[config.mk]
export PLATFORM = sky130hd
export DESIGN_NAME = pf_throttle_ctrl
export DESIGN_NICKNAME = d
export VERILOG_FILES = /design/src/rtl/pf_throttle_pkg.sv /design/src/rtl/pf_interval_timer.sv /design/src/rtl/pf_local_ctrl.sv /design/src/rtl/pf_global_ctrl.sv /design/src/rtl/pf_degree_reg.sv /design/src/rtl/pf_throttle_ctrl.sv
export SDC_FILE = /design/constraint.sdc
export NUM_CORES = 1
export LEC_CHECK = 0
export BUFFER_PORTS_ARGS = -buffer_cell sky130_fd_sc_hd__buf_2
export CORE_AREA = 2 2 140 142
export CTS_BUF_LIST = sky130_fd_sc_hd__clkbuf_4
export CTS_CLUSTER_DIAMETER = 200
export CTS_CLUSTER_SIZE = 12
export DETAILED_ROUTE_END_ITERATION = 8
export DIE_AREA = 0 0 142 144
export PLACE_DENSITY = 0.73
export SLEW_MARGIN = 20
export SYNTH_ARGS = -nofsm -noshare
export SYNTH_HDL_FRONTEND = slang
export SYNTH_SLANG_ARGS = --single-unit
[constraint.sdc]
create_clock -name clk_i -period 3.3 [get_ports clk_i]
set_input_delay 0.165 -clock clk_i [delete_from_list [all_inputs] [get_ports clk_i]]
set_output_delay 0.165 -clock clk_i [all_outputs]
set_load 0.01 [all_outputs]
[src/rtl/pf_throttle_pkg.sv]
package pf_throttle_pkg;
  typedef enum logic [1:0] {
    DEC_HOLD = 2'd0,
    DEC_UP   = 2'd1,
    DEC_DOWN = 2'd2
  } pf_dec_e;
endpackage

[src/rtl/pf_interval_timer.sv]
module pf_interval_timer #(
  parameter int INTERVAL = 256
) (
  input  logic clk_i,
  input  logic rst_ni,
  output logic tick_o
);
  localparam int CW = (INTERVAL > 2) ? $clog2(INTERVAL) : 1;
  localparam logic [CW-1:0] LAST = CW'(INTERVAL - 1);

  logic [CW-1:0] cnt_q;

  always_ff @(posedge clk_i or negedge rst_ni) begin
    if (!rst_ni)           cnt_q <= '0;
    else if (cnt_q == LAST) cnt_q <= '0;
    else                   cnt_q <= cnt_q + 1'b1;
  end

  assign tick_o = (cnt_q == LAST);

  a_r2_single_pulse: assert property (@(posedge clk_i) disable iff (!rst_ni)
    tick_o |=> !tick_o);
endmodule

[src/rtl/pf_local_ctrl.sv]
module pf_local_ctrl
  import pf_throttle_pkg::*;
#(
  parameter int CNT_W = 16
) (
  input  logic [CNT_W-1:0] acc_i,
  input  logic [CNT_W-1:0] hi_thr_i,
  input  logic [CNT_W-1:0] lo_thr_i,
  output pf_dec_e          dec_o
);
  always_comb begin
    if (acc_i < lo_thr_i)       dec_o = DEC_DOWN;
    else if (acc_i >= hi_thr_i) dec_o = DEC_UP;
    else                        dec_o = DEC_HOLD;
  end
endmodule

[src/rtl/pf_global_ctrl.sv]
module pf_global_ctrl
  import pf_throttle_pkg::*;
#(
  parameter int CNT_W = 16
) (
  input  pf_dec_e          local_dec_i,
  input  logic [CNT_W-1:0] bw_i,
  input  logic [CNT_W-1:0] bwno_i,
  input  logic [CNT_W-1:0] pol_i,
  input  logic [CNT_W-1:0] bw_thr_i,
  input  logic [CNT_W-1:0] bwno_thr_i,
  input  logic [CNT_W-1:0] pol_thr_i,
  output pf_dec_e          dec_o
);
  logic harm;

  // interference needs all three at once
  assign harm  = (pol_i >= pol_thr_i) && (bw_i >= bw_thr_i) && (bwno_i >= bwno_thr_i);
  assign dec_o = harm ? DEC_DOWN : local_dec_i;
endmodule

[src/rtl/pf_degree_reg.sv]
module pf_degree_reg
  import pf_throttle_pkg::*;
#(
  parameter int NUM_LEVELS  = 5,
  parameter int RESET_LEVEL = 2
) (
  input  logic                  clk_i,
  input  logic                  rst_ni,
  input  logic                  tick_i,
  input  pf_dec_e               dec_i,
  output logic [NUM_LEVELS-1:0] degree_o
);
  localparam int LW = $clog2(NUM_LEVELS);
  localparam logic [LW-1:0] MAX_LVL = LW'(NUM_LEVELS - 1);
  localparam logic [LW-1:0] RST_LVL = LW'(RESET_LEVEL);

  logic [LW-1:0] lvl_q;

  always_ff @(posedge clk_i or negedge rst_ni) begin
    if (!rst_ni) begin
      lvl_q <= RST_LVL;
    end else if (tick_i) begin
      if (dec_i == DEC_UP && lvl_q != MAX_LVL)  lvl_q <= lvl_q + 1'b1;
      else if (dec_i == DEC_DOWN && lvl_q != '0) lvl_q <= lvl_q - 1'b1;
    end
  end

  assign degree_o = NUM_LEVELS'(1) << lvl_q;

  a_r9_level_in_range: assert property (@(posedge clk_i) disable iff (!rst_ni)
    lvl_q <= MAX_LVL);
  a_r3_stable_off_tick: assert property (@(posedge clk_i) disable iff (!rst_ni)
    !tick_i |=> $stable(lvl_q));
  a_r4_step_up: assert property (@(posedge clk_i) disable iff (!rst_ni)
    (tick_i && dec_i == DEC_UP && lvl_q != MAX_LVL) |=> lvl_q == $past(lvl_q) + 1'b1);
  a_r9_hold_at_top: assert property (@(posedge clk_i) disable iff (!rst_ni)
    (tick_i && dec_i == DEC_UP && lvl_q == MAX_LVL) |=> lvl_q == MAX_LVL);
endmodule

[src/rtl/pf_throttle_ctrl.sv]
module pf_throttle_ctrl
  import pf_throttle_pkg::*;
#(
  parameter int NUM_CORES   = 4,
  parameter int CNT_W       = 16,
  parameter int NUM_LEVELS  = 5,
  parameter int RESET_LEVEL = 2,
  parameter int INTERVAL    = 256
) (
  input  logic                             clk_i,
  input  logic                             rst_ni,
  input  logic [NUM_CORES*CNT_W-1:0]       acc_cnt_i,
  input  logic [NUM_CORES*CNT_W-1:0]       bw_cnt_i,
  input  logic [NUM_CORES*CNT_W-1:0]       bwno_cnt_i,
  input  logic [NUM_CORES*CNT_W-1:0]       pol_cnt_i,
  input  logic [CNT_W-1:0]                 acc_hi_thr_i,
  input  logic [CNT_W-1:0]                 acc_lo_thr_i,
  input  logic [CNT_W-1:0]                 bw_thr_i,
  input  logic [CNT_W-1:0]                 bwno_thr_i,
  input  logic [CNT_W-1:0]                 pol_thr_i,
  output logic                             cnt_clr_o,
  output logic [NUM_CORES*NUM_LEVELS-1:0]  degree_o
);
  logic tick;

  pf_interval_timer #(.INTERVAL(INTERVAL)) u_timer (
    .clk_i  (clk_i),
    .rst_ni (rst_ni),
    .tick_o (tick)
  );

  assign cnt_clr_o = tick;

  for (genvar c = 0; c < NUM_CORES; c++) begin : g_core
    pf_dec_e local_dec, final_dec;
    logic [CNT_W-1:0] acc, bw, bwno, pol;
    logic [NUM_LEVELS-1:0] deg;

    assign acc  = acc_cnt_i [c*CNT_W +: CNT_W];
    assign bw   = bw_cnt_i  [c*CNT_W +: CNT_W];
    assign bwno = bwno_cnt_i[c*CNT_W +: CNT_W];
    assign pol  = pol_cnt_i [c*CNT_W +: CNT_W];

    pf_local_ctrl #(.CNT_W(CNT_W)) u_local (
      .acc_i    (acc),
      .hi_thr_i (acc_hi_thr_i),
      .lo_thr_i (acc_lo_thr_i),
      .dec_o    (local_dec)
    );

    pf_global_ctrl #(.CNT_W(CNT_W)) u_global (
      .local_dec_i (local_dec),
      .bw_i        (bw),
      .bwno_i      (bwno),
      .pol_i       (pol),
      .bw_thr_i    (bw_thr_i),
      .bwno_thr_i  (bwno_thr_i),
      .pol_thr_i   (pol_thr_i),
      .dec_o       (final_dec)
    );

    pf_degree_reg #(.NUM_LEVELS(NUM_LEVELS), .RESET_LEVEL(RESET_LEVEL)) u_deg (
      .clk_i    (clk_i),
      .rst_ni   (rst_ni),
      .tick_i   (tick),
      .dec_i    (final_dec),
      .degree_o (deg)
    );

    assign degree_o[c*NUM_LEVELS +: NUM_LEVELS] = deg;

    a_r7_forced_down: assert property (@(posedge clk_i) disable iff (!rst_ni)
      (cnt_clr_o && pol >= pol_thr_i && bw >= bw_thr_i && bwno >= bwno_thr_i && deg != 1)
      |=> deg == ($past(deg) >> 1));
    a_r5_low_acc_down: assert property (@(posedge clk_i) disable iff (!rst_ni)
      (cnt_clr_o && acc < acc_lo_thr_i && deg != 1) |=> deg == ($past(deg) >> 1));
    a_r10_onehot: assert property (@(posedge clk_i) disable iff (!rst_ni)
      $countones(deg) == 1);
  end
endmodule

* Yosys cells after proc, flatten, opt, wreduce, memory -nomap -nowiden *
Cells that the tools add are included.

word-level totals
  bits in registers = 20
  word-level logic and storage cells = 100

operators by class
  $add $sub $neg = 9
  reductions and logical operators = 28
  shifts and indexed selects = 4
  equal/unequal tests = 13
  muxes and demuxes = 21
  $lt $le $gt $ge = 20

operator list
  operator             count
  $ge 16x16->1         16
  $lt 16x16->1         4
  $mux 3               8
  $shl 1x3->5 const A  4
  $logic_and 1x1->1    16
  $mux 2               8
  $add 3x1->3 const B  4
  $ne 3x3->1 const B   4
  $reduce_bool 3->1    4
  $sub 3x1->3 const B  4
  $add 8x1->8 const B  1
  $eq 2x1->1 const B   4
  $eq 2x2->1 const B   4
  $eq 8x8->1 const B   1
  $mux 8               1
  $reduce_and 2->1     4
  $reduce_bool 2->1    4
  $mux 1               4

* Longest topological paths before layout *
  depth after elaboration = 8
  gate-level depth with buffers = 14
  mapped depth without buffers = 14

* Cells and area by module *
A second synthesis with hierarchy kept.

unflattened totals
  cells, all modules = 1229
  area, all modules = 9511.6 µm²

by module, submodules not included
  module             cells each  area each (µm²)  times used
  pf_global_ctrl     169         1188.6           4
  pf_local_ctrl      103         824.5            4
  pf_degree_reg      28          279.0            4
  pf_interval_timer  29          342.8            1

* Least setup slack after synthesis *
No wires, ideal clock.

  path kind = in2reg
  start = input port pol_thr_i[9]
  end = register g_core[1].u_deg.lvl_q[2]
  data required time = 3.221 ns
  arrival time = 2.779 ns
  setup time = 0.079 ns
  path buffers = 0
  stages = 14
  slack = 0.442 ns
  path through = inv_1 > ha_1 > a21oi_1 > o21ai_0 > a2111oi_0 > a21oi_1 > o31ai_1 > a2111oi_1 > a21oi_2 > nand2_1 > fa_1 > or3_1 > mux2i_1 > xor2_1

on the way
  cells in the longest elaborated chain, start to end = 8
  elaborated cells on any way between the ends = 11
  those cells by class = order compare (1); eq/ne (2); mux (2); reduce/logical (6)

RTL lines
  what                                             RTL line                                  source
  from (decl)                                      pf_throttle_ctrl.sv:20                    input logic [CNT_W-1:0] pol_thr_i,
  $ge 16x16->1 *                                   pf_global_ctrl.sv:18                      assign harm = (pol_i >= pol_thr_i) && (bw_i >= bw_thr_i) && (bwno_i >= bwno_thr_i);
  $logic_and 1x1->1 * (2 in series)                pf_global_ctrl.sv:18
  $mux 2 *                                         pf_global_ctrl.sv:19                      assign dec_o = harm ? DEC_DOWN : local_dec_i;
  $eq 2x2->1 / $eq 2x1->1 (equally long branches)  pf_degree_reg.sv:24, pf_degree_reg.sv:23
  $logic_and 1x1->1, on equally long branches      pf_degree_reg.sv:24, pf_degree_reg.sv:23
  $reduce_bool 2->1 (no line)                      n/a
  $reduce_and 2->1 (no line)                       n/a
  to (signal assigned)                             pf_degree_reg.sv:23                       if (dec_i == DEC_UP && lvl_q != MAX_LVL) lvl_q <= lvl_q + 1'b1;
  to (signal assigned)                             pf_degree_reg.sv:24                       else if (dec_i == DEC_DOWN && lvl_q != '0) lvl_q <= lvl_q - 1'b1;
  to (decl)                                        pf_degree_reg.sv:17                       logic [LW-1:0] lvl_q;

Mark *: on every way between the ends. The rest lies on a longest branch, timed or not.
A chain may end at the register's enable or synchronous reset.

* Worst setup path in the final report *
Ends and elaborated chain as after synthesis.

==> qor.log <==
INFO  timing         setup_viol=0
INFO  drt            post_drt_via_cell_ratio=5.46
INFO  drt            drt_pass_1_iters=5
INFO  logic_synthesis synth.yosys.seq_area_share=0.0632
INFO  die            die_h=144um
INFO  drt            drcViolationCount=0
INFO  setup_path     start_kind=input pin
INFO  power_and_ir_drop power_internal=0.976mW
INFO  placement      io_buffers=358
INFO  drt            wl_per_cell=17.1um
INFO  die            core=0.0191sqmm
INFO  power_and_ir_drop p_sw_frac=0.432
INFO  power_and_ir_drop power_frac_clock=0.120
INFO  logic_synthesis synth_top_area_frac=0.496
INFO  setup_path     worst_path_maximum_fanout=2
INFO  logic_synthesis synth_enable_flop_cells=0
INFO  timing         worst_clock_skew=0.0212ns
INFO  logic_synthesis synthesis.yosys.warnings=0
INFO  logic_synthesis synth-async-reset-ratio=1.00
INFO  setup_path     critPathBufInv=2
INFO  setup_path     critical-path-top-delay-family=compound AO/OA/AOI/OAI gates
INFO  drt            routedLengthMet1=10.9mm
INFO  timing         unrepaired_setup_endpoints_after_global_routing=no
INFO  finish         syn_to_final_growth=27.8%
INFO  setup_path     critical_path.cell_chain=buf_2 -> inv_1 -> ha_1 -> a21oi_1 -> o21ai_0 -> a2111oi_0 -> a21oi_1 -> o31ai_1 -> a2111oi_1 -> a21oi_2 -> nand2_1 -> fa_1 -> or3_1 -> mux2i_1 -> xor2_1
INFO  setup_path     path_class=input pin to register
INFO  timing         period_needed=2.93ns
INFO  logic_synthesis synth.top_cells.by_count=sky130_fd_sc_hd__ha_1 (317), sky130_fd_sc_hd__inv_1 (110), sky130_fd_sc_hd__a21o_1 (82)
INFO  job            drv.max_cap_violation_count=0
INFO  setup_path     critPathMostFrequentCell=sky130_fd_sc_hd__a21oi_1
INFO  setup_path     setup.worst_path.end_class=register
INFO  min_path       hold_path_class=input pin to asynchronous set/reset pin
INFO  setup_path     worst_ep_required_time=3.55ns
INFO  die            placementRows=51
INFO  timing         slew-limit-headroom=0.468
INFO  clock_network  cts_buffer_depth=2
INFO  finish         drive_above_1_share=0.290
INFO  logic_synthesis synth.ff_latch_count=20
INFO  logic_synthesis synthesis.instances=950
INFO  timing         worst_margin_slew=0.796ns
INFO  timing         achievable_clock_frequency=0.341GHz
INFO  power_and_ir_drop power.ir.vdd_worst=0.179mV
INFO  placement      place_inst=1,554
INFO  grt            grt_pass1_wl=41.2mm
INFO  setup_path     critical-path-slowest-cell=sky130_fd_sc_hd__a2111oi_0
INFO  grt            grt_start_max_net_pins=21
INFO  grt            antenna_found_initial=6
INFO  finish         finish.net_count=1,981
INFO  logic_synthesis post_synth.cell_area_avg=8.43squm
INFO  die            die-width=142um
INFO  logic_synthesis yosys-top-cells-area=sky130_fd_sc_hd__ha_1 (50%), sky130_fd_sc_hd__a21o_1 (7.7%), sky130_fd_sc_hd__inv_1 (5.2%)
INFO  die            floorplan.die_area=0.0204sqmm
INFO  finish         fin_util=0.536
INFO  clock_network  cts.clk_slew.worst_paths=0.14ns
INFO  clock_network  cts_made_buffers=3
INFO  timing         post-route-period-util=0.889
INFO  drt            initialDrtViolationCount=236
INFO  clock_network  cts_tree=done
INFO  drt            wirelength=26.7mm
INFO  timing         setup_ws=0.368ns
INFO  clock_network  htreeDepth=1
INFO  clock_network  worstSkewPairLatency=0.32ns
INFO  finish         number_of_non_filler_instances_in_the_completed_layout=1,562
INFO  drt            dr_total_vias=8,525
INFO  die            floorplan.initialDensity=0.420
INFO  power_and_ir_drop share_comb_of_total_power=0.709
INFO  status         status=finished, final reports clean
INFO  power_and_ir_drop static-leakage-power=6.15nW
INFO  logic_synthesis mappedNetlistNets=1,609
INFO  placement      place.detailed.hpwl=24.5mm
INFO  power_and_ir_drop power.density_cell_area=168mW/mm^2
INFO  clock_network  cts.root.buffer_cell=sky130_fd_sc_hd__clkbuf_4
INFO  clock_network  cts.sinks=20
INFO  logic_synthesis post-synth-top-count-cell=sky130_fd_sc_hd__ha_1
INFO  drt            routed-wl-met2=13.3mm
INFO  drt            wl_met3=1.71mm
INFO  logic_synthesis synth_area_leader_cell=sky130_fd_sc_hd__ha_1
INFO  setup_path     critPathArrivalTime=3.19ns
INFO  clock_network  cts_setup_buffers=0
INFO  power_and_ir_drop pwr-share-seq=0.170
INFO  power_and_ir_drop switchingPower=0.742mW
INFO  logic_synthesis ys_dominant_reg_cell=sky130_fd_sc_hd__dfrtp_1
INFO  logic_synthesis netlist_area=0.00800sqmm
INFO  timing         final_max_slew_viol_count=0
INFO  die            io-pin-count=359
INFO  drt            antenna_left=0
INFO  placement      routability_congestion=0.904
INFO  grt            globalRouteTotalUtil=0.252
INFO  setup_path     cp_slowest_stage_delay=0.38ns
INFO  grt            grt_remaining_overflow=0
INFO  grt            vias_in_the_first_global_route=8,405
INFO  placement      dp_slack=-0.00782ns
INFO  logic_synthesis post_synth_num_cell_types=53
INFO  timing         hold_violations=0
INFO  drt            top_signal_layer_used=met5
-- through the flow --
step / instance area (sq um) / hold slack, ns / total power, mW / setup TNS, ns
after floorplan: 8000 / -0.131 / 1.01 / 0
after global placement: 10200 / 0.138 / 1.47 / 0
after detailed placement: 10200 / 0.145 / 1.51 / -0.00782
after CTS: 10200 / 0.318 / 1.73 / 0
after global routing: 10200 / 0.323 / 1.91 / 0
final: 10200 / 0.305 / 1.72 / 0
-- state kept, by name, summed over array words and instances (netlist names) --
register and flops:
u_timer.cnt_q 8, g_core.u_deg.lvl_q 12
-- power groups by stage --
stage	Combinational (mW)	Sequential, mW	Clock (mW)
floorplan	0.715	0.291	0
detailed placement	1.21	0.297	0
global placement	1.18	0.296	0
CTS	1.22	0.293	0.210
finish	1.22	0.293	0.207
global route	1.40	0.296	0.220
-- timing repair --
| item | CTS | global route |
|---|---|---|
| hold buffers | 1 | 0 |
| endpoints found under the hold margin | 16 | 0 |
| gates resized for setup | 0 | 0 |
-- layout make-up --
| class | instances | area (sq um) |
|---|---|---|
| Sequential cell | 20 | 505 |
| Antenna cell | 3 | 7.51 |
| Inverter | 110 | 413 |
| Tap cell | 238 | 298 |
| Timing Repair Buffer | 368 | 1870 |
| Multi-Input combinational cell | 819 | 7080 |
| Clock inverter | 1 | 30.0 |
| Clock buffer | 3 | 22.5 |
| Fill cell | 1842 | 8850 |
-- cell families (layout without fill, tap and decap cells) --
kind of cell	count (synthesis)	after routing	synth area share
mux	8	8	0.0105
xor+xnor	9	9	0.00985
flops	20	20	0.0632
simple gates	193	193	0.121
fa+ha+maj	321	321	0.506
compound gates	288	288	0.238
buf+inv	111	482	0.0521
other cells	0	3	0
-- path summary, 6_finish.rpt --
check,start,endpoint,slack (ns),cells after the start
hold reg to reg,u_timer.cnt_q[0]$_DFF_PN0_,u_timer.cnt_q[0]$_DFF_PN0_,0.48,1
min in group clk_i,u_timer.cnt_q[0]$_DFF_PN0_,u_timer.cnt_q[0]$_DFF_PN0_,0.48,1
setup / recovery,pol_thr_i[9],g_core[1].u_deg.lvl_q[2]$_DFFE_PN0P_,0.37,15
setup reg to reg,g_core[1].u_deg.lvl_q[1]$_DFFE_PN1P_,g_core[1].u_deg.lvl_q[2]$_DFFE_PN0P_,0.87,10
max in group asynchronous,rst_ni,g_core[1].u_deg.lvl_q[1]$_DFFE_PN1P_,2.63,2
hold / removal,rst_ni,u_timer.cnt_q[3]$_DFF_PN0_,0.31,2
-- cell usage in the layout, fill, tap and decap left out, types with 16 or more instances in the layout --
cell and instances:
sky130_fd_sc_hd__inv_1 110, sky130_fd_sc_hd__nor3_1 26, sky130_fd_sc_hd__nor2_1 37, sky130_fd_sc_hd__a21o_1 82, sky130_fd_sc_hd__nand4_1 34, sky130_fd_sc_hd__ha_1 317
sky130_fd_sc_hd__buf_2 358, sky130_fd_sc_hd__dfrtp_1 16, sky130_fd_sc_hd__o21ai_0 48, sky130_fd_sc_hd__nand2_1 42, sky130_fd_sc_hd__a21oi_1 73
-- worst reg2reg max path: stages, from the launching register on --
cell	delay, ns
sky130_fd_sc_hd__dfstp_2	0.58
sky130_fd_sc_hd__inv_1	0.08
sky130_fd_sc_hd__and3_1	0.17
sky130_fd_sc_hd__a21oi_1	0.11
sky130_fd_sc_hd__o41ai_1	0.10
sky130_fd_sc_hd__a21oi_1	0.16
sky130_fd_sc_hd__nand2_1	0.09
sky130_fd_sc_hd__fa_1	0.38
sky130_fd_sc_hd__or3_1	0.37
sky130_fd_sc_hd__mux2i_1	0.17
sky130_fd_sc_hd__xor2_1	0.17
-- routing by layer --
metal  global-route usage  vias to the layer above
li1                     -                     4361
met1                0.289                     3827
met2                0.477                      281
met3               0.0467                       50
met4               0.0668                        6
met5                    0                        -
Power figures use the tool's default switching activity.
